## src/rtl/wdt_pkg.sv

```systemverilog
package wdt_pkg;
   typedef enum logic [1:0] {
      SRC_XTAL   = 2'b00,
      SRC_SYSDIV = 2'b01,
      SRC_RC     = 2'b10,
      SRC_NONE   = 2'b11
   } wdt_src_e;
endpackage

```

## src/rtl/wdt_src_mux.sv

```systemverilog
module wdt_src_mux
   import wdt_pkg::*;
#(
   parameter int SYS_DIV = 4
) (
   input  logic       clk,
   input  logic       rst_n,
   input  logic       clr,
   input  logic       halted,
   input  logic [1:0] src_sel,
   input  logic       xtal_tick,
   input  logic       rc_tick,
   output logic       src_tick
);
   localparam int DW = (SYS_DIV > 1) ? $clog2(SYS_DIV) : 1;

   logic sys_tick;

   generate
      if (SYS_DIV == 1) begin : g_nodiv
         assign sys_tick = !halted;
      end else begin : g_div
         logic [DW-1:0] phase_q;
         always_ff @(posedge clk or negedge rst_n) begin
            if (!rst_n)           phase_q <= '0;
            else if (clr)         phase_q <= '0;
            else if (!halted)     phase_q <= phase_q + 1'b1;
         end
         assign sys_tick = !halted && (&phase_q);

         // the divided tick must be spaced by the full division ratio
         AST_SYS_SPACING: assert property (@(posedge clk) disable iff (!rst_n)
            sys_tick |=> !sys_tick);
      end
   endgenerate

   always_comb begin
      unique case (wdt_src_e'(src_sel))
         SRC_XTAL:   src_tick = xtal_tick;
         SRC_SYSDIV: src_tick = sys_tick;
         SRC_RC:     src_tick = rc_tick;
         default:    src_tick = 1'b0;
      endcase
   end
endmodule

```

## src/rtl/wdt_prescaler.sv

```systemverilog
module wdt_prescaler #(
   parameter int PRE_W = 7,
   localparam int SEL_W = $clog2(PRE_W + 1),
   localparam int NTAP  = 2 ** SEL_W
) (
   input  logic             clk,
   input  logic             rst_n,
   input  logic             clr,
   input  logic             tick_in,
   input  logic [SEL_W-1:0] tap_sel,
   output logic             tap_tick
);
   logic [PRE_W-1:0] pre_q;
   logic [NTAP-1:0]  taps;

   always_ff @(posedge clk or negedge rst_n) begin
      if (!rst_n)       pre_q <= '0;
      else if (clr)     pre_q <= '0;
      else if (tick_in) pre_q <= pre_q + 1'b1;
   end

   generate
      for (genvar n = 0; n < NTAP; n++) begin : g_tap
         if (n == 0) begin : g_t0
            assign taps[n] = tick_in;
         end else if (n <= PRE_W) begin : g_tn
            assign taps[n] = tick_in && (&pre_q[n-1:0]);
         end else begin : g_tz
            assign taps[n] = 1'b0;
         end
      end
   endgenerate

   assign tap_tick = taps[tap_sel];

   // prescaler holds when neither a tick nor a clear is present
   AST_PRE_HOLD: assert property (@(posedge clk) disable iff (!rst_n)
      (!clr && !tick_in) |=> $stable(pre_q));
   // a tap pulse can only appear on a source tick
   AST_TAP_NEEDS_TICK: assert property (@(posedge clk) disable iff (!rst_n)
      tap_tick |-> tick_in);
endmodule

```

## src/rtl/wdt_ovf_ctr.sv

```systemverilog
module wdt_ovf_ctr #(
   parameter int CNT_W = 8
) (
   input  logic clk,
   input  logic rst_n,
   input  logic clr,
   input  logic step,
   output logic ovf
);
   logic [CNT_W-1:0] cnt_q;

   always_ff @(posedge clk or negedge rst_n) begin
      if (!rst_n)    cnt_q <= '0;
      else if (clr)  cnt_q <= '0;
      else if (step) cnt_q <= cnt_q + 1'b1;
   end

   assign ovf = step && !clr && (&cnt_q);

   // after an overflow the counter restarts from zero
   AST_WRAP_ZERO: assert property (@(posedge clk) disable iff (!rst_n)
      ovf |=> (cnt_q == '0));
endmodule

```

## src/rtl/wdt_top.sv

```systemverilog
module wdt_top
   import wdt_pkg::*;
#(
   parameter int PRE_W   = 7,
   parameter int CNT_W   = 8,
   parameter int SYS_DIV = 4,
   localparam int SEL_W  = $clog2(PRE_W + 1)
) (
   input  logic             clk,
   input  logic             rst_n,
   input  logic             ext_rst_n,
   input  logic [1:0]       src_sel,
   input  logic [SEL_W-1:0] div_sel,
   input  logic             xtal_tick,
   input  logic             rc_tick,
   input  logic             halted,
   input  logic             clr_wdt,
   input  logic             halt_cmd,
   output logic             to_flag,
   output logic             rst_req,
   output logic             wake_req,
   output logic             part_rst
);
   generate
      if (PRE_W < 1) begin : g_bad_pre
         $error("PRE_W must be at least 1");
      end
      if (CNT_W < 2) begin : g_bad_cnt
         $error("CNT_W must be at least 2");
      end
      if (SYS_DIV < 1 || (SYS_DIV & (SYS_DIV - 1)) != 0) begin : g_bad_div
         $error("SYS_DIV must be a power of two");
      end
   endgenerate

   localparam int CFG_W = 2 + SEL_W;

   logic [CFG_W-1:0] cfg_q;
   logic             cfg_chg;
   logic             clr;
   logic             src_tick;
   logic             tap_tick;
   logic             expire;

   always_ff @(posedge clk or negedge rst_n) begin
      if (!rst_n) cfg_q <= '0;
      else        cfg_q <= {src_sel, div_sel};
   end

   assign cfg_chg = ({src_sel, div_sel} != cfg_q);
   assign clr     = !ext_rst_n || clr_wdt || halt_cmd || cfg_chg;

   wdt_src_mux #(.SYS_DIV(SYS_DIV)) u_src (
      .clk       (clk),
      .rst_n     (rst_n),
      .clr       (clr),
      .halted    (halted),
      .src_sel   (src_sel),
      .xtal_tick (xtal_tick),
      .rc_tick   (rc_tick),
      .src_tick  (src_tick)
   );

   wdt_prescaler #(.PRE_W(PRE_W)) u_pre (
      .clk      (clk),
      .rst_n    (rst_n),
      .clr      (clr),
      .tick_in  (src_tick),
      .tap_sel  (div_sel),
      .tap_tick (tap_tick)
   );

   wdt_ovf_ctr #(.CNT_W(CNT_W)) u_ctr (
      .clk   (clk),
      .rst_n (rst_n),
      .clr   (clr),
      .step  (tap_tick),
      .ovf   (expire)
   );

   always_ff @(posedge clk or negedge rst_n) begin
      if (!rst_n) begin
         to_flag  <= 1'b0;
         rst_req  <= 1'b0;
         wake_req <= 1'b0;
         part_rst <= 1'b0;
      end else begin
         rst_req  <= expire && !halted;
         wake_req <= expire && halted;
         part_rst <= expire && halted;
         if (clr_wdt)     to_flag <= 1'b0;
         else if (expire) to_flag <= 1'b1;
      end
   end

   AST_RUN_ONLY_RESET: assert property (@(posedge clk) disable iff (!rst_n)
      rst_req |-> $past(!halted));
   AST_RESET_PULSE: assert property (@(posedge clk) disable iff (!rst_n)
      rst_req |=> !rst_req);
   AST_WAKE_IN_HALT: assert property (@(posedge clk) disable iff (!rst_n)
      wake_req |-> ($past(halted) && !rst_req));
   AST_FLAG_ON_EXPIRY: assert property (@(posedge clk) disable iff (!rst_n)
      (rst_req || wake_req) |-> to_flag);
   AST_FLAG_STICKY: assert property (@(posedge clk) disable iff (!rst_n)
      (to_flag && !clr_wdt) |=> to_flag);
   AST_CLEAR_BLOCKS: assert property (@(posedge clk) disable iff (!rst_n)
      clr |=> !(rst_req || wake_req));
endmodule

```

## config.mk

```make
export PLATFORM = sky130hd
export DESIGN_NAME = wdt_top
export DESIGN_NICKNAME = d
export VERILOG_FILES = /design/src/rtl/wdt_pkg.sv /design/src/rtl/wdt_src_mux.sv /design/src/rtl/wdt_prescaler.sv /design/src/rtl/wdt_ovf_ctr.sv /design/src/rtl/wdt_top.sv
export SDC_FILE = /design/constraint.sdc
export NUM_CORES = 1
export LEC_CHECK = 0
export CAP_MARGIN = 20
export CORE_MARGIN = 4
export CORE_UTILIZATION = 50
export CTS_CLUSTER_SIZE = 16
export DETAILED_ROUTE_END_ITERATION = 12
export GPL_TIMING_DRIVEN = 0
export PLACE_DENSITY = 0.8
export SLEW_MARGIN = 15
export SYNTH_ARGS = -nofsm -noshare
export SYNTH_HDL_FRONTEND = slang
export SYNTH_HIERARCHICAL = 1
export SYNTH_SLANG_ARGS = --single-unit
```

## constraint.sdc

```tcl
create_clock -name clk -period 2.4 [get_ports clk]
set_input_delay 0.72 -clock clk [delete_from_list [all_inputs] [get_ports clk]]
set_output_delay 0.72 -clock clk [all_outputs]
set_load 0.05 [all_outputs]
```

==> results of run 1 <==
timing repair:
item,in CTS,in global routing
pin swaps,6,9
cloned,0,0
buffers inserted,6,6
gates resized for setup,17,14
endpoints found under the setup margin,11,11
cells in the final DEF, fill, tap and decap left out, types with 2 or more instances in the layout:
| master | count |
|---|---|
| sky130_fd_sc_hd__a21oi_2 | 2 |
| sky130_fd_sc_hd__ha_1 | 4 |
| sky130_fd_sc_hd__nand4_4 | 3 |
| sky130_fd_sc_hd__clkdlybuf4s50_1 | 10 |
| sky130_fd_sc_hd__xnor2_1 | 2 |
| sky130_fd_sc_hd__inv_1 | 4 |
| sky130_fd_sc_hd__buf_6 | 3 |
| sky130_fd_sc_hd__a21oi_1 | 4 |
| sky130_fd_sc_hd__o21ai_0 | 6 |
| sky130_fd_sc_hd__clkbuf_4 | 3 |
| sky130_fd_sc_hd__mux2i_1 | 6 |
| sky130_fd_sc_hd__nor2_1 | 15 |
| sky130_fd_sc_hd__nand3_1 | 3 |
| sky130_fd_sc_hd__xor2_1 | 10 |
| sky130_fd_sc_hd__or3_1 | 4 |
| sky130_fd_sc_hd__nand2_1 | 3 |
| sky130_fd_sc_hd__dfrtp_1 | 25 |
| sky130_fd_sc_hd__buf_4 | 15 |
| sky130_fd_sc_hd__nor2b_1 | 2 |
per-stage QoR:
| step | util (%) | hold WS (ps) |
|---|---|---|
| global route | 71.1 | 391 |
| detailed placement | 63.9 | 489 |
| floorplan | - | 424 |
| CTS | 67.8 | 522 |
| finish | 71.1 | 360 |
| global placement | 63.9 | 481 |
routing by layer:
layer / track usage, % / vias up
met5: 0 / -
met4: 8.61 / 0
met3: 2.23 / 5
met2: 29.5 / 19
met1: 19.1 / 464
li1: - / 461
critical path, cell delays in order:
cell and delay [ps]:
sky130_fd_sc_hd__clkdlybuf4s50_1 540, sky130_fd_sc_hd__nor2b_1 230, sky130_fd_sc_hd__nor4b_4 280, sky130_fd_sc_hd__o32a_1 210
sky130_fd_sc_hd__buf_6 140, sky130_fd_sc_hd__nand4_4 120, sky130_fd_sc_hd__or3_1 390, sky130_fd_sc_hd__a21oi_1 120
how the worst max path moves through the flow:
stage | from | end | depth (start not counted)
after global placement | src_sel[0] | to_flag | 12
after global routing | u_src/g_div.phase_q[0] | u_ctr/cnt_q[7] | 11
after detailed placement | src_sel[0] | to_flag | 12
after floorplan | halted | u_ctr/cnt_q[5] | 10
final | div_sel[0] | u_ctr/cnt_q[7] | 8
after CTS | u_src/g_div.phase_q[0] | u_ctr/cnt_q[5] | 11
flip-flops by register name, summed over array words and instances (netlist names):
name / cells
u_ctr/cnt_q: 8
u_src/g_div.phase_q: 2
wake_req: 1
rst_req: 1
u_pre/pre_q: 7
to_flag: 1
cfg_q: 5
area by class of cell:
cell class                 instances  area (sq um)  area share, %
clock inverter                     1          5.00          0.306
tap                               28          35.0           2.14
sequential                        25           626           38.3
clock buffer                       3          22.5           1.38
buffer                             3          30.0           1.84
multi-input combinational         81           658           40.3
timing repair buffer              28           243           14.9
inverter                           4          15.0          0.919
power by group through the flow:
stage	Combinational, mW	Clock, mW	Sequential, mW
2_1_floorplan	0.0254	0	0.435
6_report	0.0714	0.190	0.428
3_3_place_gp	0.0617	0	0.435
5_1_grt	0.0782	0.215	0.428
3_5_place_dp	0.0632	0	0.436
4_1_cts	0.0685	0.196	0.428
logic make-up after synthesis:
| kind of cell | after synthesis |
|---|---|
| AND/OR/NAND/NOR | 43 |
| flip-flops | 25 |
| AO/OA/AOI/OAI | 15 |
| XOR/XNOR | 12 |
| buffers and inverters | 8 |
| multiplexers | 6 |
| adder cells (fa/ha/maj) | 5 |
==> out/metrics.sh, run 1 <==
SYNTH-SIMPLE-AREA-SHARE_PCT=21.6
PWR-SHARE-SEQ_PCT=62.1
TIMING_HOLD_VIOLATIONS_FINAL=0
GRT_FIRST_PASS_WIRELENGTH_UM=4220
DETAILROUTE.VIA_COUNT=949
POST-LAYOUT-TOTAL-POWER_mW=0.689
HP_CLASS='primary input to async pin'
DR_WL_MET2_UM=1470
SYNTH-SEQ-CELLS=25
TOP_COUNT_CELL_POST_SYNTH='sky130_fd_sc_hd__dfrtp_1'
GR-TOTAL-OVERFLOW=0
NUMPORTBUFFERS=16
SETUP_TOTAL_NEGATIVE_SLACK_PS=-159
PLACE_CONGESTION=0.832
SYNTH-MAIN-FF-CELL='sky130_fd_sc_hd__dfrtp_1'
DR.MAX_LAYER_USED='met4'
AVGVIACOUNTPERCELL=5.49
FIRST_GLOBAL_VIAS=959
MAXCAPVIOLCOUNT=0
CRIT_ARRIVAL_PS=2740
HTREEDEPTH=1
SYNTH-SEQ-AREA-SHARE_PCT=49.9
RUN_STATUS='finished with violations'
DIEAREA_SQ_UM=3380
KIND_OF_CRITICAL_PATH='primary input to flip-flop'
FP-ROW-COUNT=17
DRT_FIRST_PASS_ITERS=4
N_ANTENNA_CELL=0
MAIN_COMBINATIONAL_CELL_FAMILY_BY_AREA_AFTER_SYNTHESIS='simple AND/OR/NAND/NOR gates'
DESIGN.CORE.AREA_SQ_UM=2300
SLEW_VIOLATIONS=0
TRITONCTS='yes'
IR_WORST_VDD_mV=0.310
POST_SYNTH_XOR_XNOR_AREA_PCT=8.37
SYNTHDOMINANTAREACELLTYPE='sky130_fd_sc_hd__dfrtp_1'
DPL.CELL_COUNT=158
FINALCRITPERIODSHARE_PCT=104
SYNTH_TOP_AREA_SHARE_PCT=49.9
YOSYSWARNINGS=6
DRC=0
NUM-FILL-CELLS=177
FINAL_PERIOD_MINUS_WORST_SETUP_SLACK_PS=2490
CLK_ROOT_BUFFER_CELL='sky130_fd_sc_hd__clkbuf_4'
FMAXACHIEVABLE_MHz=401
SLEW_HEADROOM_PCT=62.7
TIMING.CRITICAL_PATH.REQUIRED_PS=2650
NETSWITCHINGFRACTION_PCT=23.8
SYNTHTOLAYOUTAREAGROWTH_PCT=30.2
WORST_SETUP_HOLD_PATH_CLK_SLEW_PS=140
CTS-ROOT-TO-SINK-BUFFERS=2
DRT-TOTAL-WL_UM=2640
ANT_NETS=0
CLOCK_SINK_COUNT=25
LAYOUT-DRIVE-GT1-SHARE_PCT=25.5
CRITICAL_PATH_PEAK_FANOUT=6
PLACEMENT.CELL_AREA_SQ_UM=1470
TIMING.CRITICAL_PATH.FROM_TYPE='primary input'
SYNTH_FP_NETS=132
WORST-R2R-CELL-COUNT=11
POWER_LEAKAGE_nW=0.764
MET1WIRELENGTH_UM=1050
INITIAL_CORE_UTIL_PCT=54.6
DPL.HPWL_UM=1810
SYNTH_FA_HA_AREA_SHARE_PCT=4.99
ASYNC_SR_FLOP_FRACTION_PCT=100
TIMING.RR.END='u_ctr/cnt_q[7]'
CTS_MADE_BUFFERS=3
HOLD_BUFFERS=0
POST_SYNTH.CELL_AREA_AVG_SQ_UM=11.0
INITIAL_ANTENNA_VIOLATION_COUNT=0
CHIPHEIGHT_UM=58.1
R2R_START='u_src/g_div.phase_q[0]'
POWER_DENSITY_nW_PER_UM2=422
DIE_WIDTH_UM=58.1
TIMING.CRITICAL_PATH.TO_TYPE='flip-flop'
P_INT_mW=0.525
TOP_LEVEL_PORTS=17
FIN_CLK_SKEW_PS=11.3
FINAL_CRITICAL_PATH_SETUP_SLACK_PS=-92.2
GRT_USAGE_PCT=16.5
RSZ0062_AT_GRT='true'
REGTOREGSETUPSLACK_PS=-30
FINALNONFILLERCELLS=173
ROUTE.DETAILED.WL_PER_INST_UM=15.3
FIN_NETS=164
P_SWITCHING_mW=0.164
SYN_INST=114
SYNTH-EDFF-COUNT=0
FAILED_CHECKS='setup timing'
PRE_CTS_SLACK_PS=-917
SYNTH_COMPOUND_GATE_AREA_SHARE_PCT=6.78
SYNTH_MUX_AREA_SHARE_PCT=4.79
INSERTION_DELAY_PS=320
SYN_AREA_SQ_UM=1250
ENDPOINTS_FAILING_SETUP=3
POWER_FRAC_COMB_PCT=10.4
MAXIMUM_NUMBER_OF_PINS_ON_ONE_NET_BEFORE_GLOBAL_ROUTE_REPAIR=26
POST_SYNTH_MAIN_AREA_CONTRIBUTORS='sky130_fd_sc_hd__dfrtp_1 50%, sky130_fd_sc_hd__xor2_1 7.0%, sky130_fd_sc_hd__ha_1 5.0%'
SYNTH_TOP_CELLS_BY_COUNT='25 x sky130_fd_sc_hd__dfrtp_1, 15 x sky130_fd_sc_hd__nor2_1, 10 x sky130_fd_sc_hd__xor2_1'
WORSTMARGINPINSLEW_PS=559
DRT-INITIAL-DRC-COUNT=21
SHARE_CLK_OF_TOTAL_POWER_PCT=27.6
CELL_AREA_AFTER_LAYOUT_SQ_UM=1630
MET3ROUTEDLENGTH_UM=79
SYNTH.DISTINCT_CELLS=28
Power figures use the tool's default switching activity.
==> inputs of run 2 (changes only) <==
- PLACE_DENSITY: 0.8 -> 0.71
==> out/metrics.sh, run 2 (synthesized netlist as in run 1, its figures left out) <==
FIRST_GLOBAL_VIAS=958
CRITICAL_PATH_BUF_INV_COUNT=3
INITIAL_ANTENNA_VIOLATION_COUNT=0
FMAXACHIEVABLE_MHz=418
SYNTHTOLAYOUTAREAGROWTH_PCT=30.3
RUN_STATUS='completed'
NUMPORTBUFFERS=16
HP_CLASS='primary input to async pin'
HOLD_BUFFERS=0
GRT_USAGE_PCT=16.0
TRITONCTS='yes'
MAXCAPVIOLCOUNT=0
N_ANTENNA_CELL=0
CTS_MADE_BUFFERS=3
CLK_ROOT_BUFFER_CELL='sky130_fd_sc_hd__clkbuf_4'
CPPEAKSTAGEDELAY_PS=410
GRT_FIRST_PASS_WIRELENGTH_UM=4220
LAYOUT.CELLS.MOST_COMMON='sky130_fd_sc_hd__dfrtp_1'
WORSTSETUPPATHDEPTH=11
CLOCK_SINK_COUNT=25
TIMING_HOLD_VIOLATIONS_FINAL=0
INSERTION_DELAY_PS=320
KIND_OF_CRITICAL_PATH='primary input to flip-flop'
PLACE_CONGESTION=0.716
IR_WORST_VDD_mV=0.359
DRT-INITIAL-DRC-COUNT=13
SLEW_VIOLATIONS=0
TOP_LEVEL_PORTS=17
MOSTFREQUENTLAYOUTCELLS='24 x sky130_fd_sc_hd__dfrtp_1, 15 x sky130_fd_sc_hd__nor2_1, 10 x sky130_fd_sc_hd__xor2_1, 10 x sky130_fd_sc_hd__buf_4, 10 x sky130_fd_sc_hd__clkdlybuf4s50_1'
WORST_SETUP_HOLD_PATH_CLK_SLEW_PS=130
ANT_NETS=0
REGISTER_WITH_THE_MOST_FLIP_FLOPS='u_ctr/cnt_q'
REGTOREGSETUPSLACK_PS=50
ROUTE.DETAILED.WL_PER_INST_UM=14.4
TIMING.CRITICAL_PATH.CELLS='buf_6 -> nor4bb_4 -> a211o_1 -> buf_6 -> or2b_1 -> o22ai_1 -> o32a_1 -> buf_6 -> nand4_4 -> or3_4 -> a21oi_2'
LAYOUT-DRIVE-GT1-SHARE_PCT=25.5
CTS-ROOT-TO-SINK-BUFFERS=2
TIMING.CRITICAL_PATH.TO_TYPE='flip-flop'
FINAL_PERIOD_MINUS_WORST_SETUP_SLACK_PS=2390
TOP_REGS='u_ctr/cnt_q (8), u_pre/pre_q (7), cfg_q (5)'
ENDPOINTS_FAILING_SETUP=0
AVGVIACOUNTPERCELL=5.50
DRT-TOTAL-WL_UM=2430
DETAILROUTE.VIA_COUNT=930
CHIPHEIGHT_UM=58.1
POWER_DENSITY_nW_PER_UM2=420
DESIGN.CORE.AREA_SQ_UM=2300
SLEW_HEADROOM_PCT=63.4
SLOWEST_STAGE='sky130_fd_sc_hd__or3_4'
RSZ0062_AT_GRT='true'
FIN_NETS=160
POWER_LEAKAGE_nW=0.773
DRT_FIRST_PASS_ITERS=4
LARGEST_REGISTER_FFS=8
MAXIMUM_NUMBER_OF_PINS_ON_ONE_NET_BEFORE_GLOBAL_ROUTE_REPAIR=26
DIEAREA_SQ_UM=3380
TIMING.CRITICAL_PATH.FROM_TYPE='primary input'
FIN_CLK_SKEW_PS=3.86
WORSTMARGINPINSLEW_PS=549
FP-ROW-COUNT=17
INITIAL_CORE_UTIL_PCT=54.6
SETUP_TOTAL_NEGATIVE_SLACK_PS=0
HTREEDEPTH=1
TIMING.CRITICAL_PATH.REQUIRED_PS=2660
FINALNONFILLERCELLS=169
PATH_DELAY_FAMILY='simple AND/OR/NAND/NOR gates'
R2R_START='u_src/g_div.phase_q[0]'
GR-TOTAL-OVERFLOW=0
DIE_WIDTH_UM=58.1
PATH_COMMON_CELL='sky130_fd_sc_hd__buf_6'
WORST-R2R-CELL-COUNT=11
TIMING.RR.END='u_ctr/cnt_q[7]'
CRIT_ARRIVAL_PS=2650
CRITICAL_PATH_PEAK_FANOUT=5
DRC=0
DPL.HPWL_UM=1660
FINAL_CORE_UTIL_PCT=71.2
FINALCRITPERIODSHARE_PCT=99.8
DPL.CELL_COUNT=158
==> run 2: worst max-delay path by stage <==
stage,start,end,slack (ps)
finish,halted,u_ctr/cnt_q[7],5
global placement,src_sel[0],to_flag,-860
floorplan,halted,u_ctr/cnt_q[5],-80
CTS,u_src/g_div.phase_q[1],u_ctr/cnt_q[5],-50
global route,u_src/g_div.phase_q[1],u_ctr/cnt_q[7],-100
detailed placement,src_sel[0],to_flag,-950
==> run 2: metrics by stage <==
stage	hold slack (ps)	worst slack (ps)	power [mW]	cell area, sq um
6_report	368	5.08	0.687	1640
4_1_cts	534	-49.5	0.690	1550
2_1_floorplan	424	-80.4	0.461	1270
5_1_grt	376	-103	0.724	1640
3_5_place_dp	502	-950	0.499	1470
3_3_place_gp	482	-862	0.497	1470
==> run 2: layout make-up <==
cell class	instances	area, sq um
inverters	4	15.0
clock buffers	3	22.5
well taps	28	35.0
flip-flops and latches	25	627
clock inverters	1	5.00
multi-input cells	81	688
plain buffers	3	30.0
fillers	177	662
repair buffers	24	213
==> run 2: routing by layer <==
metal  wire length (um)  GRT usage [%]  share of wire [%]
met1               1130           20.3                 47
met2               1130           26.8                 46
met3                144           3.56                5.9
met4                 24           5.96               0.99
met5                  0              0                  0
==> run 2: worst register-to-register path: stages, from the launching register on <==
cell and delay [ps]:
sky130_fd_sc_hd__dfrtp_1 380, sky130_fd_sc_hd__ha_2 180, sky130_fd_sc_hd__nor4bb_4 170, sky130_fd_sc_hd__a211o_1 140, sky130_fd_sc_hd__buf_6 110, sky130_fd_sc_hd__or2b_1 220
sky130_fd_sc_hd__o22ai_1 130, sky130_fd_sc_hd__o32a_1 200, sky130_fd_sc_hd__buf_6 130, sky130_fd_sc_hd__nand4_4 120, sky130_fd_sc_hd__or3_4 410, sky130_fd_sc_hd__a21oi_2 110
==> run 2: repair_timing <==
action                                  CTS  global route
hold endpoints to repair                  0             0
endpoints found under the setup margin   11            10
resized for setup                        20            19
setup buffers                             6             2
pin swaps                                 6             9
==> run 2: where the power goes <==
group | internal, mW | switching, mW
registers | 0.426 | 0.00192
clock network | 0.0624 | 0.124
logic | 0.0367 | 0.0366
